`src/rtl/mdec_pkg.sv`:
```
// Package mdec_pkg: shared encodings for the subset instruction decoder.
// Assumes the fixed 32-bit instruction layout, with the opcode in the top six bits.
package mdec_pkg;

    localparam int OPW   = 6;
    localparam int FNW   = 6;
    localparam int REGW  = 5;
    localparam int IMMW  = 16;

    // Primary opcode values
    localparam logic [OPW-1:0] OP_RTYPE = 6'd0;
    localparam logic [OPW-1:0] OP_J     = 6'd2;
    localparam logic [OPW-1:0] OP_JAL   = 6'd3;
    localparam logic [OPW-1:0] OP_BEQ   = 6'd4;
    localparam logic [OPW-1:0] OP_BNE   = 6'd5;
    localparam logic [OPW-1:0] OP_ADDI  = 6'd8;
    localparam logic [OPW-1:0] OP_SLTI  = 6'd10;
    localparam logic [OPW-1:0] OP_ORI   = 6'd13;
    localparam logic [OPW-1:0] OP_LUI   = 6'd15;
    localparam logic [OPW-1:0] OP_LB    = 6'd32;
    localparam logic [OPW-1:0] OP_LW    = 6'd35;
    localparam logic [OPW-1:0] OP_SB    = 6'd40;
    localparam logic [OPW-1:0] OP_SW    = 6'd43;

    // Function codes under the register-format opcode
    localparam logic [FNW-1:0] FN_JR  = 6'd8;
    localparam logic [FNW-1:0] FN_ADD = 6'd32;
    localparam logic [FNW-1:0] FN_SUB = 6'd34;
    localparam logic [FNW-1:0] FN_SLT = 6'd42;

    typedef enum logic [4:0] {
        IC_ILLEGAL, IC_ADD, IC_SUB, IC_SLT, IC_JR,
        IC_ADDI, IC_ORI, IC_SLTI, IC_LUI,
        IC_LW, IC_LB, IC_SW, IC_SB,
        IC_BEQ, IC_BNE, IC_J, IC_JAL
    } iclass_e;

    typedef enum logic [2:0] {
        ALU_ADD  = 3'd0,
        ALU_SUB  = 3'd1,
        ALU_OR   = 3'd2,
        ALU_SLT  = 3'd3,
        ALU_PASS = 3'd4
    } alu_op_e;

    typedef enum logic [1:0] {
        EXT_SIGN  = 2'd0,
        EXT_ZERO  = 2'd1,
        EXT_UPPER = 2'd2
    } ext_e;

    typedef enum logic [1:0] {
        DST_RT   = 2'd0,
        DST_RD   = 2'd1,
        DST_LINK = 2'd2
    } dst_e;

    typedef struct packed {
        logic    reg_we;
        dst_e    dst;
        alu_op_e alu;
        ext_e    ext;
        logic    mem_rd;
        logic    mem_wr;
        logic    mem_byte;
        logic    branch;
        logic    branch_ne;
        logic    jump;
        logic    jump_reg;
        logic    link;
        logic    illegal;
    } ctrl_t;

endpackage

```
`src/rtl/mdec_classify.sv`:
```
// Module mdec_classify: maps opcode and function code to one instruction class.
// Assumes the function code is meaningful only under the register-format opcode;
// every unlisted combination becomes IC_ILLEGAL.
module mdec_classify
    import mdec_pkg::*;
(
    input  logic [OPW-1:0] op_i,
    input  logic [FNW-1:0] funct_i,
    output iclass_e        cls_o
);

    // Select the class from the primary opcode, then the function code
    always_comb begin
        cls_o = IC_ILLEGAL;
        unique case (op_i)
            OP_RTYPE: begin
                unique case (funct_i)
                    FN_ADD:  cls_o = IC_ADD;
                    FN_SUB:  cls_o = IC_SUB;
                    FN_SLT:  cls_o = IC_SLT;
                    FN_JR:   cls_o = IC_JR;
                    default: cls_o = IC_ILLEGAL;
                endcase
            end
            OP_ADDI: cls_o = IC_ADDI;
            OP_ORI:  cls_o = IC_ORI;
            OP_SLTI: cls_o = IC_SLTI;
            OP_LUI:  cls_o = IC_LUI;
            OP_LW:   cls_o = IC_LW;
            OP_LB:   cls_o = IC_LB;
            OP_SW:   cls_o = IC_SW;
            OP_SB:   cls_o = IC_SB;
            OP_BEQ:  cls_o = IC_BEQ;
            OP_BNE:  cls_o = IC_BNE;
            OP_J:    cls_o = IC_J;
            OP_JAL:  cls_o = IC_JAL;
            default: cls_o = IC_ILLEGAL;
        endcase
    end

endmodule

```
`src/rtl/mdec_ctrl.sv`:
```
// Module mdec_ctrl: expands an instruction class into the datapath control set.
// Assumes the class is already resolved; an illegal class keeps every strobe low.
module mdec_ctrl
    import mdec_pkg::*;
(
    input  iclass_e cls_i,
    output ctrl_t   ctrl_o
);

    // Start from a safe default and raise only what the class needs
    always_comb begin
        ctrl_o           = '0;
        ctrl_o.dst       = DST_RT;
        ctrl_o.alu       = ALU_ADD;
        ctrl_o.ext       = EXT_SIGN;
        unique case (cls_i)
            IC_ADD:  begin ctrl_o.reg_we = 1'b1; ctrl_o.dst = DST_RD; end
            IC_SUB:  begin ctrl_o.reg_we = 1'b1; ctrl_o.dst = DST_RD; ctrl_o.alu = ALU_SUB; end
            IC_SLT:  begin ctrl_o.reg_we = 1'b1; ctrl_o.dst = DST_RD; ctrl_o.alu = ALU_SLT; end
            IC_JR:   begin ctrl_o.jump_reg = 1'b1; ctrl_o.dst = DST_RD; end
            IC_ADDI: ctrl_o.reg_we = 1'b1;
            IC_ORI:  begin ctrl_o.reg_we = 1'b1; ctrl_o.alu = ALU_OR; ctrl_o.ext = EXT_ZERO; end
            IC_SLTI: begin ctrl_o.reg_we = 1'b1; ctrl_o.alu = ALU_SLT; end
            IC_LUI:  begin ctrl_o.reg_we = 1'b1; ctrl_o.alu = ALU_PASS; ctrl_o.ext = EXT_UPPER; end
            IC_LW:   begin ctrl_o.reg_we = 1'b1; ctrl_o.mem_rd = 1'b1; end
            IC_LB:   begin ctrl_o.reg_we = 1'b1; ctrl_o.mem_rd = 1'b1; ctrl_o.mem_byte = 1'b1; end
            IC_SW:   ctrl_o.mem_wr = 1'b1;
            IC_SB:   begin ctrl_o.mem_wr = 1'b1; ctrl_o.mem_byte = 1'b1; end
            IC_BEQ:  begin ctrl_o.branch = 1'b1; ctrl_o.alu = ALU_SUB; end
            IC_BNE:  begin ctrl_o.branch = 1'b1; ctrl_o.branch_ne = 1'b1; ctrl_o.alu = ALU_SUB; end
            IC_J:    ctrl_o.jump = 1'b1;
            IC_JAL:  begin ctrl_o.jump = 1'b1; ctrl_o.link = 1'b1; ctrl_o.reg_we = 1'b1; ctrl_o.dst = DST_LINK; end
            default: ctrl_o.illegal = 1'b1;
        endcase
    end

    // Check the control set for strobe combinations that must never occur
    always_comb begin

        mem_excl_chk: assert (!(ctrl_o.mem_rd && ctrl_o.mem_wr))
            else $error("memory read and write raised together");

        flow_excl_chk: assert ($onehot0({ctrl_o.branch, ctrl_o.jump, ctrl_o.jump_reg}))
            else $error("more than one control-flow flag raised");

        byte_needs_mem_chk: assert (!ctrl_o.mem_byte || ctrl_o.mem_rd || ctrl_o.mem_wr)
            else $error("byte size flag without a memory access");
    end

endmodule

```
`src/rtl/mdec_immgen.sv`:
```
// Module mdec_immgen: widens the instruction's immediate field to the data width.
// Assumes XLEN is at least twice IMMW so that the upper-half placement fits.
module mdec_immgen
    import mdec_pkg::*;
#(
    parameter int XLEN = 32,
    parameter int IW   = IMMW
) (
    input  logic [IW-1:0]   imm_i,
    input  ext_e            ext_i,
    output logic [XLEN-1:0] imm_o
);

    localparam int HI_W = XLEN - IW;

    // Choose sign extension, zero extension or upper-half placement
    always_comb begin
        unique case (ext_i)
            EXT_ZERO:  imm_o = {{HI_W{1'b0}}, imm_i};
            EXT_UPPER: imm_o = {imm_i, {HI_W{1'b0}}};
            default:   imm_o = {{HI_W{imm_i[IW-1]}}, imm_i};
        endcase
    end

    // Check each extension mode against the raw field
    always_comb begin

        upper_low_clear_chk: assert (ext_i != EXT_UPPER || imm_o[HI_W-1:0] == '0)
            else $error("upper placement left low bits set");

        zero_ext_chk: assert (ext_i != EXT_ZERO || imm_o[XLEN-1:IW] == '0)
            else $error("zero extension set upper bits");

        sign_keep_chk: assert (ext_i != EXT_SIGN || imm_o[IW-1:0] == imm_i)
            else $error("sign extension altered the low field");
    end

endmodule

```
`src/rtl/mdec_regsel.sv`:
```
// Module mdec_regsel: extracts the source addresses and picks the destination.
// Assumes the fixed field positions of the instruction word; the link register
// index is a parameter.
module mdec_regsel
    import mdec_pkg::*;
#(
    parameter int RW       = REGW,
    parameter int LINK_REG = 31
) (
    input  logic [31:0]   instr_i,
    input  dst_e          dst_i,
    output logic [RW-1:0] rs_addr_o,
    output logic [RW-1:0] rt_addr_o,
    output logic [RW-1:0] wr_addr_o
);

    localparam logic [RW-1:0] LINK_IDX = RW'(LINK_REG);

    // Source fields sit at fixed positions in every format
    always_comb begin
        rs_addr_o = instr_i[25:21];
        rt_addr_o = instr_i[20:16];
    end

    // Destination is rt, rd or the link register
    always_comb begin
        unique case (dst_i)
            DST_RD:   wr_addr_o = instr_i[15:11];
            DST_LINK: wr_addr_o = LINK_IDX;
            default:  wr_addr_o = instr_i[20:16];
        endcase
    end

    // Check destination choice against the instruction fields
    always_comb begin

        link_idx_chk: assert (dst_i != DST_LINK || wr_addr_o == LINK_IDX)
            else $error("link destination not the link register");

        rt_dst_chk: assert (dst_i != DST_RT || wr_addr_o == rt_addr_o)
            else $error("rt destination mismatch");
    end

endmodule

```
`src/rtl/mdec_top.sv`:
```
// Module mdec_top: combinational decoder for the supported instruction subset.
// Assumes one instruction per cycle is presented by the fetch stage; holds no
// state, so no clock or reset is needed.
module mdec_top
    import mdec_pkg::*;
#(
    parameter int XLEN     = 32,
    parameter int RW       = REGW,
    parameter int LINK_REG = 31
) (
    input  logic [31:0]     instr_i,
    output logic [RW-1:0]   rs_addr_o,
    output logic [RW-1:0]   rt_addr_o,
    output logic [RW-1:0]   wr_addr_o,
    output logic            reg_we_o,
    output logic [1:0]      dst_sel_o,
    output logic [2:0]      alu_op_o,
    output logic [XLEN-1:0] imm_o,
    output logic [1:0]      imm_mode_o,
    output logic            mem_rd_o,
    output logic            mem_wr_o,
    output logic            mem_byte_o,
    output logic            branch_o,
    output logic            branch_ne_o,
    output logic            jump_o,
    output logic            jump_reg_o,
    output logic            link_o,
    output logic            illegal_o
);

    iclass_e cls;
    ctrl_t   ctrl;

    mdec_classify u_classify (
        .op_i    (instr_i[31:26]),
        .funct_i (instr_i[5:0]),
        .cls_o   (cls)
    );

    mdec_ctrl u_ctrl (
        .cls_i  (cls),
        .ctrl_o (ctrl)
    );

    mdec_immgen #(.XLEN(XLEN), .IW(IMMW)) u_immgen (
        .imm_i (instr_i[15:0]),
        .ext_i (ctrl.ext),
        .imm_o (imm_o)
    );

    mdec_regsel #(.RW(RW), .LINK_REG(LINK_REG)) u_regsel (
        .instr_i   (instr_i),
        .dst_i     (ctrl.dst),
        .rs_addr_o (rs_addr_o),
        .rt_addr_o (rt_addr_o),
        .wr_addr_o (wr_addr_o)
    );

    // Drive the flat control ports from the control record
    always_comb begin
        reg_we_o    = ctrl.reg_we;
        dst_sel_o   = ctrl.dst;
        alu_op_o    = ctrl.alu;
        imm_mode_o  = ctrl.ext;
        mem_rd_o    = ctrl.mem_rd;
        mem_wr_o    = ctrl.mem_wr;
        mem_byte_o  = ctrl.mem_byte;
        branch_o    = ctrl.branch;
        branch_ne_o = ctrl.branch_ne;
        jump_o      = ctrl.jump;
        jump_reg_o  = ctrl.jump_reg;
        link_o      = ctrl.link;
        illegal_o   = ctrl.illegal;
    end

    // Check that an illegal encoding reaches no strobe
    always_comb begin

        illegal_quiet_chk: assert (!illegal_o ||
            !(reg_we_o || mem_rd_o || mem_wr_o || branch_o || jump_o || jump_reg_o || link_o))
            else $error("illegal encoding raised a strobe");

        link_writes_chk: assert (!link_o || (reg_we_o && jump_o))
            else $error("link without write and jump");

        rd_dst_chk: assert (!(reg_we_o && dst_sel_o == 2'd1) || wr_addr_o == instr_i[15:11])
            else $error("rd destination mismatch");
    end

endmodule

```
`config.mk`:
```
export PLATFORM = sky130hd
export DESIGN_NAME = mdec_top
export DESIGN_NICKNAME = d
export VERILOG_FILES = /design/src/rtl/mdec_pkg.sv /design/src/rtl/mdec_classify.sv /design/src/rtl/mdec_ctrl.sv /design/src/rtl/mdec_immgen.sv /design/src/rtl/mdec_regsel.sv /design/src/rtl/mdec_top.sv
export SDC_FILE = /design/constraint.sdc
export NUM_CORES = 1
export LEC_CHECK = 0
export BUFFER_PORTS_ARGS = -buffer_cell sky130_fd_sc_hd__buf_2
export CORE_MARGIN = 10
export CORE_UTILIZATION = 43
export DETAILED_ROUTE_END_ITERATION = 16
export GPL_TIMING_DRIVEN = 0
export PLACE_DENSITY = 0.95
export SETUP_SLACK_MARGIN = 0.4
export SLEW_MARGIN = 20
export SYNTH_ARGS = -nofsm -noshare
export SYNTH_HDL_FRONTEND = slang
export SYNTH_HIERARCHICAL = 1
export SYNTH_SLANG_ARGS = --single-unit
```
`constraint.sdc`:
```
create_clock -name vclk -period 11.5
set_clock_uncertainty 0.05 [all_clocks]
set_input_delay 2.3 -clock vclk [all_inputs]
set_output_delay 2.3 -clock vclk [all_outputs]
set_load 0.05 [all_outputs]
```
* Word-level counts from Yosys, hierarchy flattened
Index checks and enable logic that the tools add are counted.
Word-level totals: logic and storage cells 64, flip-flop bits (word level) 0, output and inout bits 64, bits of input ports 32
Cells by class: reductions and logical operators 11, multiplexer cells 17, equality and inequality tests 36
Operator list (number):
- $pmux W5 S13 | 1
- $pmux W32 S2 | 1
- $eq A6 B6 Y1 const B | 7
- $eq A5 B4 Y1 const B | 8
- $eq A6 B4 Y1 const B | 5
- $pmux W3 S4 | 2
- $eq A5 B3 Y1 const B | 4
- $reduce_or A16 Y1 | 1
- $eq A6 B2 Y1 const B | 2
- $eq A6 B3 Y1 const B | 2
- $reduce_or A2 Y1 | 6
- $eq A5 B2 Y1 const B | 2
- $mux W1 | 10
- $pmux W5 S2 | 1
- $reduce_or A10 Y1 | 1
- $pmux W2 S2 | 2
- $logic_not A6 Y1 | 1
- $eq A5 B1 Y1 const B | 1
- $eq A5 B5 Y1 const B | 1
- $eq A2 B1 Y1 const B | 2
- $eq A2 B2 Y1 const B | 2
- $reduce_or A4 Y1 | 1
- $reduce_or A3 Y1 | 1

* Logic depth before layout (Yosys ltp)
word-level depth 8, mapped depth 14, mapped depth without buffers 11

* Cells and area by module
Netlist, hierarchy kept.
Modules (own cells, without submodules):
- mdec_immgen | area an instance 321.6 um2, sequential area each 0.0 um2, instances 1, cells an instance 43
- mdec_ctrl | area an instance 299.0 um2, sequential area each 0.0 um2, instances 1, cells an instance 44
- mdec_classify | area an instance 245.2 um2, sequential area each 0.0 um2, instances 1, cells an instance 40
- mdec_regsel | area an instance 192.7 um2, sequential area each 0.0 um2, instances 1, cells an instance 30

* Worst setup path after synthesis
Ideal clock, no wire load.
path kind input -> output, from input instr_i[26], to output imm_o[0], stages on the path 11, required time 9.150 ns, slack 2.868 ns, arrival time 6.282 ns, buffers on the path 3, cells stage by stage clkbuf_1 o41ai_1 a21oi_1 nor3_1 buf_4 nand2b_1 nor4_1 ha_1 nor2_1 buf_2 nor2b_1
Between the ends: longest elaborated chain between the ends 6, elaborated cells on any way between the ends 20, those cells by class eq/ne: 16; mux: 3; reduce/logical: 1
Ends and longest elaborated chain:
- from (decl) | line mdec_top.sv:11 | input logic [31:0] instr_i,
- $eq A6 B2 Y1, or another cell as far along | line mdec_classify.sv:15 | unique case (op_i)
- $pmux W5 S13 (*) | line mdec_classify.sv:15
- via cls[3] | line mdec_top.sv:31 | iclass_e cls;
- $eq A5 B4 Y1 or $eq A5 B3 Y1 (tied branches) | line mdec_ctrl.sv:16 | unique case (cls_i)
- $pmux W2 S2 (*) | line mdec_ctrl.sv:16
- via imm_mode_o[1] | line mdec_top.sv:19 | output logic [1:0] imm_mode_o,
- $eq A2 B2 Y1 or $eq A2 B1 Y1 (tied branches) | line mdec_immgen.sv:18 | unique case (ext_i)
- $pmux W32 S2 (*) | line mdec_immgen.sv:18
- to (decl) | line mdec_top.sv:18 | output logic [XLEN-1:0] imm_o,
The timed path passes the listed nets; every way through them passes the cells marked *.

* Worst setup path after layout
from input instr_i[30], to output imm_o[0]
Between the ends: longest elaborated chain between the ends 6, elaborated cells on any way between the ends 20, those cells by class eq/ne: 16; mux: 3; reduce/logical: 1
Ends and longest elaborated chain (line):
- $eq A6 B2 Y1, or another cell as far along | mdec_classify.sv:15
- $pmux W5 S13 (*) | mdec_classify.sv:15
- via cls[2] | mdec_top.sv:31
- $eq A5 B4 Y1 or $eq A5 B3 Y1 (tied branches) | mdec_ctrl.sv:16
- $pmux W2 S2 (*) | mdec_ctrl.sv:16
- $eq A2 B2 Y1 or $eq A2 B1 Y1 (tied branches) | mdec_immgen.sv:18
- $pmux W32 S2 (*) | mdec_immgen.sv:18
Marked as above.

==> summary.txt <==
outcome: complete, no violations
critical-path cell list: buf_2 > or4_4 > nor3_4 > a31o_1 > inv_2 > or3_4 > nor2_1 > inv_1 > ha_1 > nor2_1 > buf_2 > nor2b_1 > buf_2
Worst slew margin: 64.8%
die width: 69.6 um
CP startpoint: instr_i[30]
Syn Nets: 193
most frequent cells in the layout: buf_2 (94), nor2b_1 (20), buf_4 (12)
Final setup violation count: 0
Total Routed Length: 4030 um
Slowest-stage cell, CP: or4_4
Post-DRT Antenna Nets: 0
Vias: 1403
Worst Max-Slew Pin Slew: 528 ps
cells after synthesis: 157
post-cts sizing count: 0
Max FO, Critical Path: 10
Worst EP arrival: 5490 ps
max incr delay on CP: 530 ps
Worst setup SP type: primary input
Yosys warnings: 6
total of max-cap violations: 0
CP Data Required Time: 9150 ps
DRC: 0
FF+latch area: 0 um^2
Slew Viols, Final: 0
clock buffers: 0
mapped cell area: 1060 um^2
critical path class: primary input to primary output
initial antenna violation count: 0
P per Cell Area: 80.6 nW/um^2
Total GRT Usage: 14.7%
overall power: 0.125 mW
GRT overflow: 0
Placer Congestion: 0.874
Hold Crit Class: primary input to primary output
initial core utilization: 46.5%
die height: 69.6 um
area delta synth->final: 46.3%
first-pass GRT wire length: 6360 um
Seq/Total Area, Yosys: 0%
leak pwr: 0.900 nW
Distinct cells, synth: 47
fmax: 128 MHz
io pins: 96
DR iter-0 viols: 87
CTS Hold Buffers Added: 0
die area: 4850 um^2
Avg WL per Cell: 14.6 um
Avg Inst Size Synth: 6.74 um^2
hold_sp: instr_i[23]
WP buf/inv: 5
Crit. End Element: primary output
commonest non-fill, non-tap cell in the layout: buf_2
Final Net Count: 286
VDD IR-drop max: 0.0806 mV
TNS Setup: 0 ps
vias per inst: 5.08
final hold vios: 0
share of layout cells above drive strength 1: 51.2%
PortBufs: 91
RSZ-0062 raised after global routing: false
Antenna Diode Count: 0
Detailed Place HPWL: 3440 um
period utilization: 68.1%
Seq cells: 0
largest net degree at the start of global routing: 11
vias in the first global route: 1323
drt pass-1 iters: 4
CP delay by family, top: simple AND/OR/NAND/NOR gates
core area: 2280 um^2
Post-CTS Setup Inserts: 0
post-layout min period: 7840 ps
most used cell, CP: buf_2
FP Rows: 17
==> layer usage <==
metal / up-vias / global-route usage, % / wire (um)
met5: - / 0 / 0
met4: 0 / 0.652 / 19
met3: 2 / 4.99 / 407
met2: 59 / 26.8 / 1970
met1: 628 / 16.7 / 1630
li1: 714 / - / -
==> layout make-up <==
class                      count  area, um^2
buffer                        22         169
multi-input combinational    126         856
timing repair buffer          91         455
fill                         225         727
tap                           28        35.0
inverter                       9        33.8
==> stage by stage <==
stage	worst slack, ps	hold WS [ps]	cell area (um^2)	instances	utilization, %
after floorplan	2870	4720	1060	157	-
after global placement	3750	4850	1550	276	68.1
after detailed placement	3670	4860	1550	276	68.1
after CTS	3660	4860	1550	276	68.1
after global routing	3440	4860	1550	276	68.1
final	3660	4850	1550	276	68.1
==> worst paths after layout <==
path	end	slack, ps	cells past startpoint
setup / recovery	imm_o[0]	3660	13
hold / removal	rs_addr_o[2]	4850	2
==> power by group <==
group / switching (mW) / leakage [nW] / internal [mW] / total [mW]
Clock: 0 / 0 / 0 / 0
Sequential: 0 / 0 / 0 / 0
Combinational: 0.0913 / 0.900 / 0.0336 / 0.125
Total: 0.0913 / 0.900 / 0.0336 / 0.125
==> kinds of logic (layout without fill, tap and decap cells) <==
| logic type | Yosys count | in the layout | synth area share [%] |
|---|---|---|---|
| buf+inv | 31 | 122 | 19.1 |
| xor+xnor | 4 | 4 | 3.31 |
| fa+ha+maj | 4 | 4 | 4.73 |
| simple gates | 77 | 77 | 46.1 |
| compound gates | 41 | 41 | 26.7 |
==> cell usage after synthesis, types with 5 or more instances <==
cell type	instances	area (um^2)
buf_4	12	90.1
inv_1	8	30.0
nand2b_1	5	31.3
nor2_1	10	37.5
nand2_1	10	37.5
nor2b_1	20	125
nor3_1	5	25.0
a21o_1	11	82.6
a21o_2	5	43.8
a21oi_1	9	45.0
buf_6	5	56.3
(Power assumes the default switching activity.)
